===== src/rtl/array_mac_pkg.sv =====
package array_mac_pkg;

  // Sequencer states: idle, one setup cycle, then three per element
  typedef enum logic [2:0] {
    ST_IDLE  = 3'd0,
    ST_SETUP = 3'd1,
    ST_ISSUE = 3'd2,
    ST_CAPT  = 3'd3,
    ST_WRITE = 3'd4
  } seq_state_e;

endpackage


===== src/rtl/array_mac_rst_sync.sv =====
module array_mac_rst_sync (
  input  logic clk,
  input  logic rst_n_async,
  output logic rst_n_sync
);

  logic meta_q;
  logic hold_q;

  // Assert at once, release after two rising edges
  always_ff @(posedge clk or negedge rst_n_async) begin
    if (!rst_n_async) begin
      meta_q <= 1'b0;
      hold_q <= 1'b0;
    end else begin
      meta_q <= 1'b1;
      hold_q <= meta_q;
    end
  end

  assign rst_n_sync = hold_q;

endmodule


===== src/rtl/array_mac_ctrl.sv =====
module array_mac_ctrl
  import array_mac_pkg::*;
#(
  parameter int unsigned DEPTH = 3,
  parameter int unsigned IDX_W = 2
) (
  input  logic             clk,
  input  logic             rst_n,
  input  logic             start,
  output logic             setup_en,
  output logic             capt_en,
  output logic             in_ce,
  output logic [IDX_W-1:0] in_addr,
  output logic             out_ce,
  output logic             out_we,
  output logic [IDX_W-1:0] out_addr,
  output logic             done
);

  localparam int unsigned     LAST     = DEPTH - 1;
  localparam logic [IDX_W-1:0] LAST_IDX = IDX_W'(LAST);

  seq_state_e       state_q, state_d;
  logic [IDX_W-1:0] iter_q, iter_d;
  logic [IDX_W-1:0] cur_q;
  logic             iter_en;
  logic             cur_en;
  logic             last_elem;

  assign last_elem = (cur_q == LAST_IDX);

  // Next-state logic
  always_comb begin
    state_d = state_q;
    unique case (state_q)
      ST_IDLE:  if (start) state_d = ST_SETUP;
      ST_SETUP: state_d = ST_ISSUE;
      ST_ISSUE: state_d = ST_CAPT;
      ST_CAPT:  state_d = ST_WRITE;
      ST_WRITE: begin
        if (!last_elem)  state_d = ST_ISSUE;
        else if (start)  state_d = ST_SETUP;
        else             state_d = ST_IDLE;
      end
      default:  state_d = ST_IDLE;
    endcase
  end

  // Iteration counter: cleared in setup, stepped on each read issue
  assign iter_en = (state_q == ST_SETUP) || (state_q == ST_ISSUE);
  assign cur_en  = (state_q == ST_ISSUE);

  always_comb begin
    if (state_q == ST_SETUP) iter_d = '0;
    else                     iter_d = iter_q + 1'b1;
  end

  always_ff @(posedge clk or negedge rst_n) begin
    if (!rst_n) begin
      state_q <= ST_IDLE;
    end else begin
      state_q <= state_d;
    end
  end

  always_ff @(posedge clk or negedge rst_n) begin
    if (!rst_n) begin
      iter_q <= '0;
    end else if (iter_en) begin
      iter_q <= iter_d;
    end
  end

  // Index of the element now in flight, reused for the write address
  always_ff @(posedge clk or negedge rst_n) begin
    if (!rst_n) begin
      cur_q <= '0;
    end else if (cur_en) begin
      cur_q <= iter_q;
    end
  end

  assign setup_en = (state_q == ST_SETUP);
  assign capt_en  = (state_q == ST_CAPT);
  assign in_ce    = (state_q == ST_ISSUE);
  assign in_addr  = iter_q;
  assign out_ce   = (state_q == ST_WRITE);
  assign out_we   = (state_q == ST_WRITE);
  assign out_addr = cur_q;
  assign done     = (state_q == ST_WRITE) && last_elem;

endmodule


===== src/rtl/array_mac_datapath.sv =====
module array_mac_datapath #(
  parameter int unsigned DATA_W = 32,
  parameter int unsigned SC_W   = 8
) (
  input  logic              clk,
  input  logic              rst_n,
  input  logic              setup_en,
  input  logic              capt_en,
  input  logic [SC_W-1:0]   b,
  input  logic [SC_W-1:0]   c,
  input  logic [SC_W-1:0]   d,
  input  logic [DATA_W-1:0] rdata,
  output logic [DATA_W-1:0] wdata
);

  localparam int unsigned EXT_W = DATA_W - SC_W;

  logic signed [DATA_W-1:0] b_ext, c_ext, d_ext;
  logic signed [DATA_W-1:0] bias_d, bias_q;
  logic signed [DATA_W-1:0] opnd_q;
  logic signed [DATA_W-1:0] prod_lo;

  assign b_ext = {{EXT_W{b[SC_W-1]}}, b};
  assign c_ext = {{EXT_W{c[SC_W-1]}}, c};
  assign d_ext = {{EXT_W{d[SC_W-1]}}, d};

  // Loop-invariant term, formed once per job
  assign bias_d = c_ext - d_ext;

  always_ff @(posedge clk or negedge rst_n) begin
    if (!rst_n) begin
      bias_q <= '0;
    end else if (setup_en) begin
      bias_q <= bias_d;
    end
  end

  // Operand register loaded from the memory read bus
  always_ff @(posedge clk or negedge rst_n) begin
    if (!rst_n) begin
      opnd_q <= '0;
    end else if (capt_en) begin
      opnd_q <= rdata;
    end
  end

  // Low half of the signed product, then add the invariant term
  assign prod_lo = opnd_q * b_ext;
  assign wdata   = prod_lo + bias_q;

endmodule


===== src/rtl/array_mac_loop.sv =====
module array_mac_loop #(
  parameter int unsigned DATA_W = 32,
  parameter int unsigned SC_W   = 8,
  parameter int unsigned DEPTH  = 3,
  localparam int unsigned IDX_W = (DEPTH > 1) ? $clog2(DEPTH) : 1
) (
  input  logic              clk,
  input  logic              rst_n,
  input  logic              start,
  input  logic [SC_W-1:0]   b,
  input  logic [SC_W-1:0]   c,
  input  logic [SC_W-1:0]   d,
  output logic [IDX_W-1:0]  in_addr,
  output logic              in_ce,
  output logic              in_we,
  input  logic [DATA_W-1:0] in_rdata,
  output logic [IDX_W-1:0]  out_addr,
  output logic              out_ce,
  output logic              out_we,
  output logic [DATA_W-1:0] out_wdata,
  output logic              done
);

  logic rst_sync_n;
  logic setup_en;
  logic capt_en;

  array_mac_rst_sync rst_sync_i (
    .clk         (clk),
    .rst_n_async (rst_n),
    .rst_n_sync  (rst_sync_n)
  );

  array_mac_ctrl #(
    .DEPTH (DEPTH),
    .IDX_W (IDX_W)
  ) ctrl_i (
    .clk      (clk),
    .rst_n    (rst_sync_n),
    .start    (start),
    .setup_en (setup_en),
    .capt_en  (capt_en),
    .in_ce    (in_ce),
    .in_addr  (in_addr),
    .out_ce   (out_ce),
    .out_we   (out_we),
    .out_addr (out_addr),
    .done     (done)
  );

  array_mac_datapath #(
    .DATA_W (DATA_W),
    .SC_W   (SC_W)
  ) dp_i (
    .clk      (clk),
    .rst_n    (rst_sync_n),
    .setup_en (setup_en),
    .capt_en  (capt_en),
    .b        (b),
    .c        (c),
    .d        (d),
    .rdata    (in_rdata),
    .wdata    (out_wdata)
  );

  // The input array is read only
  assign in_we = 1'b0;

endmodule


===== config.mk =====
export PLATFORM = sky130hd
export DESIGN_NAME = array_mac_loop
export DESIGN_NICKNAME = d
export VERILOG_FILES = /design/src/rtl/array_mac_pkg.sv /design/src/rtl/array_mac_rst_sync.sv /design/src/rtl/array_mac_ctrl.sv /design/src/rtl/array_mac_datapath.sv /design/src/rtl/array_mac_loop.sv
export SDC_FILE = /design/constraint.sdc
export NUM_CORES = 1
export LEC_CHECK = 0
export ABC_AREA = 1
export ABC_CLOCK_PERIOD_IN_PS = 5900
export CAP_MARGIN = 30
export CORE_MARGIN = 1
export CORE_UTILIZATION = 25
export CTS_CLUSTER_DIAMETER = 200
export DETAILED_ROUTE_END_ITERATION = 6
export DONT_BUFFER_PORTS = 1
export GPL_ROUTABILITY_DRIVEN = 0
export PLACE_DENSITY = 0.35
export SYNTH_ARGS = -nofsm -noshare
export SYNTH_HDL_FRONTEND = slang
export SYNTH_SLANG_ARGS = --single-unit

===== constraint.sdc =====
create_clock -name clk -period 5.9 [get_ports clk]
set_clock_uncertainty 0.05 [all_clocks]
set_input_delay 0.295 -clock clk [delete_from_list [all_inputs] [get_ports clk]]
set_output_delay 0.295 -clock clk [all_outputs]
set_load 0.01 [all_outputs]

**After elaboration in Yosys (flattened, before gate mapping)**

Cells that the tools add are included.

- $add $sub $neg: 3
- Multipliers: 1
- Equal/unequal tests: 6
- Muxes and demuxes: 5
- Reductions and logical operators: 3

Operators with widths:

| operator | count |
|---|---|
| $add 32x32->32 | 1 |
| $mul 32x8->32 | 1 |
| $pmux 3 s5 | 1 |
| $sub 8x8->9 | 1 |
| $eq 3x2->1 const B | 2 |
| $mux 3 | 2 |
| $eq 3x1->1 const B | 1 |
| $eq 3x3->1 const B | 1 |
| $logic_not 3->1 | 1 |
| $add 2x1->2 const B | 1 |
| $eq 2x2->1 const B | 1 |
| $mux 2 | 1 |
| $ne 2x2->1 const B | 1 |
| $logic_and 1x1->1 | 1 |
| $logic_or 1x1->1 | 1 |
| $mux 1 | 1 |

- Flip-flop bits (word level): 73
- Bits of input ports: 59
- Output and inout bits: 41
- Word-level logic and storage cells: 25

**Depth between registers and ports, before layout**

- Depth after elaboration: 3
- Depth in mapped cells: 24
- Mapped depth without buffers: 22

**Cells and area by module**

From an unflattened synthesis, not the netlist that was laid out.

- Cells, all modules: 1352
- Area total of the unflattened synthesis: 10488.8 µm²

Modules (own cells, without submodules):

| module | times used | cells an instance | area an instance (µm²) | seq. area each (µm²) |
|---|---|---|---|---|
| array_mac_datapath | 1 | 1300 | 10077.2 | 1026.0 |
| array_mac_ctrl | 1 | 47 | 346.6 | 175.2 |
| array_mac_rst_sync | 1 | 3 | 53.8 | 50.0 |
| array_mac_loop | 1 | 2 | 11.3 | 0.0 |

**Least setup slack after synthesis**

Ideal clock, no wire load.

- Path type: register to output
- Start point: reg dp_i.bias_q[30]
- End point: out out_wdata[31]
- Arrival time: 4.874 ns
- Data required time: 5.555 ns
- Setup slack: 0.681 ns
- Cell stages (with the launch flop): 18
- Path through: dfrtp_1 > inv_1 > fa_1 > fa_1 > inv_1 > fa_1 > inv_1 > fa_1 > inv_1 > ha_1 > ha_1 > a21oi_1 > o21ai_0 > a21oi_1 > nand2_1 > nor2_1 > nand3_1 > nand2_1

- Cells in the longest elaborated chain, start to end: 1

RTL lines:

| what | line | source |
|---|---|---|
| from (decl) | array_mac_datapath.sv:19 | `logic signed [DATA_W-1:0] bias_d, bias_q;` |
| from (signal assigned) | array_mac_datapath.sv:34 | `bias_q <= bias_d;` |
| $add 32x32->32 | array_mac_datapath.sv:49 | `assign wdata = prod_lo + bias_q;` |
| to (decl) | array_mac_loop.sv:20 | `output logic [DATA_W-1:0] out_wdata,` |

Every way passes these cells.

**Worst setup path in the final report**

- Start point: reg dp_i.opnd_q[4]
- End point: out out_wdata[28]

- Cells in the longest elaborated chain, start to end: 2

RTL lines:

| what | line | source |
|---|---|---|
| from (decl) | array_mac_datapath.sv:20 | `logic signed [DATA_W-1:0] opnd_q;` |
| from (signal assigned) | array_mac_datapath.sv:43 | `opnd_q <= rdata;` |
| $mul 32x8->32 | array_mac_datapath.sv:48 | `assign prod_lo = opnd_q * b_ext;` |
| $add 32x32->32 | array_mac_datapath.sv:49 |  |

Every way passes these cells.

==> key figures <==
Clock tree
  • H-tree Lvls: 2
  • Worst-Skew Late Latency: 0.30 ns
  • Cts bufs inserted: 5
  • Root Driver: clkbuf_16
  • Setup bufs post-CTS: 0
  • Clock tree buffer depth: 2
  • Clock-pin slew on the worst setup and hold paths: 0.08 ns
  • CTS Sinks: 50
  • CTS tree: yes

Worst setup path
  • Critical path class: flip-flop to output pin
  • CP Launch Type: flip-flop
  • CP endpoint kind: output pin
  • Crit path max fanout: 9
  • CP required: 5.56 ns
  • Critical Path AT: about 5.2 ns

Finish
  • Fill count: about 4600
  • Nets: 1653
  • Area growth from synthesis to layout: 6.386%
  • Diode count: 0
  • Util after Layout: 27.04%
  • Fraction of layout cells with a size suffix above 1: 2.928%

Yosys
  • Cell taking the most area after synthesis: fa_1
  • Post-synth top area share: ~36%
  • Most frequent cell after synthesis: nand2_1
  • Synth warnings: 0
  • Synth area leaders: fa_1 36%, nand2_1 16%, dfrtp_1 12%, inv_1 11%, ha_1 9.0%
  • Post-synth EDFFs: 0
  • Cell Area, Synth: 0.01042 mm2
  • Synth Area per Inst: 7.575 um2
  • Yosys reg bits: 50
  • Yosys cell types: 38
  • Cells after synthesis: 1376
  • Sequential share of the synthesized area: 12.00%
  • Ys async rst share: 100.0%
  • Syn_nets: 1698
  • Synth cell count leaders: 434 x nand2_1, 316 x inv_1, 188 x fa_1
  • Main synth FF type: dfrtp_1

STA
  • PnR worst setup slack: 0.3423 ns
  • Slew Viols, Final: 0
  • Final setup viols: 0
  • Final worst-path cycle share: 94.20%
  • Slew HR: a little over two fifths
  • TNS Setup: 0 ns
  • Worst-Margin Slew: ~0.86 ns
  • Final hold violations: 0
  • Final min period: 5.558 ns
  • Fmax: roughly 0.18 GHz

Global routing
  • Gr ovfl total: 0
  • Number of global-route vias before repair: 8677
  • First-pass GRT wire length: 49270 um
  • Total GRT Usage: 15.18%
  • Initial antenna violation count: 0
  • Largest net degree at the start of global routing: 34

Placement
  • PortBufs: 0
  • Detailed Place HPWL: 25390 um
  • Setup WS pre-CTS: 0.5177 ns

Die
  • Core footprint: 0.04102 mm2
  • Initial Utilization: between 20% and 30%
  • Die Height: 206.2 um
  • # IOs: 100
  • Std-Cell Rows: 74
  • Die W: 206.2 um
  • Die ar.: 0.04252 mm2

Job
  • Max-Cap Viols: 0

Routing
  • Post-Route WL: just over 30000 um
  • Vias: 7984
  • Initial DRC count: about 250
  • Routed WL per cell: 16.56 um
  • # DRC: 6
  • Post-route ant nets: 0
  • DR vias/cell: around 4.3
  • First-pass DRT Iterations: 6

Outcome
  • Failing checks: DRC
  • Status: finished, violations left

Worst hold path
  • Hold crit path type: input port to flip-flop
-- state kept, by name, indices dropped and copies added (netlist names) --
signal / cells
ctrl_i.state_q: 3
rst_sync_i.rst_n_sync: 1
rst_sync_i.meta_q: 1
dp_i.opnd_q: 32
dp_i.bias_q: 9
ctrl_i.out_addr: 2
ctrl_i.in_addr: 2
-- timing repair --
item | 4_1_cts | 5_1_grt
endpoints found under the setup margin | 0 | 4
hold buffers | 1 | 0
resized for setup | 0 | 3
endpoints found under the hold margin | 2 | 0
-- worst max-delay path: stages (launching register included) --
cell and delay, ns:
dfrtp_1 0.55, nand2_1 0.13, fa_1 0.52, inv_1 0.05
fa_1 0.45, ha_1 0.29, inv_1 0.05, fa_1 0.48
inv_1 0.05, ha_1 0.26, ha_1 0.33, inv_1 0.11
fa_1 0.49, o21ai_2 0.32, nand2_2 0.10, nand2_2 0.12
nand3_1 0.09, nand3_1 0.14, xor2_1 0.37
-- final cells by class --
type / count / area (um2) / share of cell area (%)
Clock buffer: 6 / 128.9 / 1.162
Clock inverter: 2 / 37.54 / 0.3385
Inverter: 318 / 1194 / 10.76
Multi-Input combinational cell: 949 / 7740 / 69.80
Sequential cell: 50 / 1252 / 11.29
Tap cell: 532 / 665.6 / 6.002
Timing Repair Buffer: 7 / 71.32 / 0.6431
-- metrics by stage --
step | instance area, um2 | hold slack, ns | std cells
floorplan | 10420 | -0.05059 | 1376
global placement | 10900 | -0.05052 | 1855
detailed placement | 10900 | -0.05052 | 1855
CTS | 11080 | 0.04456 | 1864
global route | 11090 | 0.05480 | 1864
finish | 11090 | 0.05299 | 1864
-- kinds of logic (layout without fill, tap and decap cells) --
group                    after synthesis  in the layout  synth area share, %
AND/OR/NAND/NOR                      575            575                22.52
buffers and inverters                377            333                13.80
adder cells (fa/ha/maj)              263            263                45.11
AO/OA/AOI/OAI                         85             85                4.477
flip-flops                            50             50                12.00
XOR/XNOR                              24             24                2.017
other                                  2              2              0.07205
-- cell usage in the layout (no fill, tap or decap), drive strengths merged, types with 2 or more instances in the layout --
| cell | count |
|---|---|
| fa | 188 |
| nor2 | 63 |
| buf | 6 |
| nand4 | 10 |
| a21oi | 41 |
| clkbuf | 6 |
| conb | 2 |
| xnor2 | 7 |
| or2 | 2 |
| dfrtp | 50 |
| a21o | 4 |
| nand2 | 442 |
| o21ai | 29 |
| o22ai | 3 |
| nand3b | 4 |
| inv | 317 |
| nand3 | 41 |
| xor2 | 17 |
| o21bai | 4 |
| nor3 | 11 |
| ha | 75 |
-- path summary, 6_finish.rpt --
kind                                                 startpoint                           to  slack (ns)  cells past startpoint
worst max-delay path                 dp_i.opnd_q[4]$_DFFE_PN0P_                out_wdata[28]        0.34                     18
max in group asynchronous       rst_sync_i.rst_n_sync$_DFF_PN0_   dp_i.opnd_q[1]$_DFFE_PN0P_        4.84                      1
worst max register to register    ctrl_i.state_q[2]$_DFFE_PN0P_   dp_i.bias_q[5]$_DFFE_PN0P_        3.78                      5
min in group asynchronous       rst_sync_i.rst_n_sync$_DFF_PN0_  dp_i.opnd_q[14]$_DFFE_PN0P_        0.15                      0
worst min-delay path                               in_rdata[17]  dp_i.opnd_q[17]$_DFFE_PN0P_        0.05                      2
worst min register to register  rst_sync_i.rst_n_sync$_DFF_PN0_  dp_i.opnd_q[14]$_DFFE_PN0P_        0.15                      0
-- routing by layer --
layer  share of wire, %  global-route usage, %  up-vias
li1                   -                      -     3929
met4                1.2                  2.862        0
met2                 42                  23.32      133
met3                3.7                  1.451       20
met1                 53                  22.98     3902
met5                  0                      0        -
Power is not shown: default switching activity piles up to over one toggle a cycle in this logic, so the estimate is an artifact.
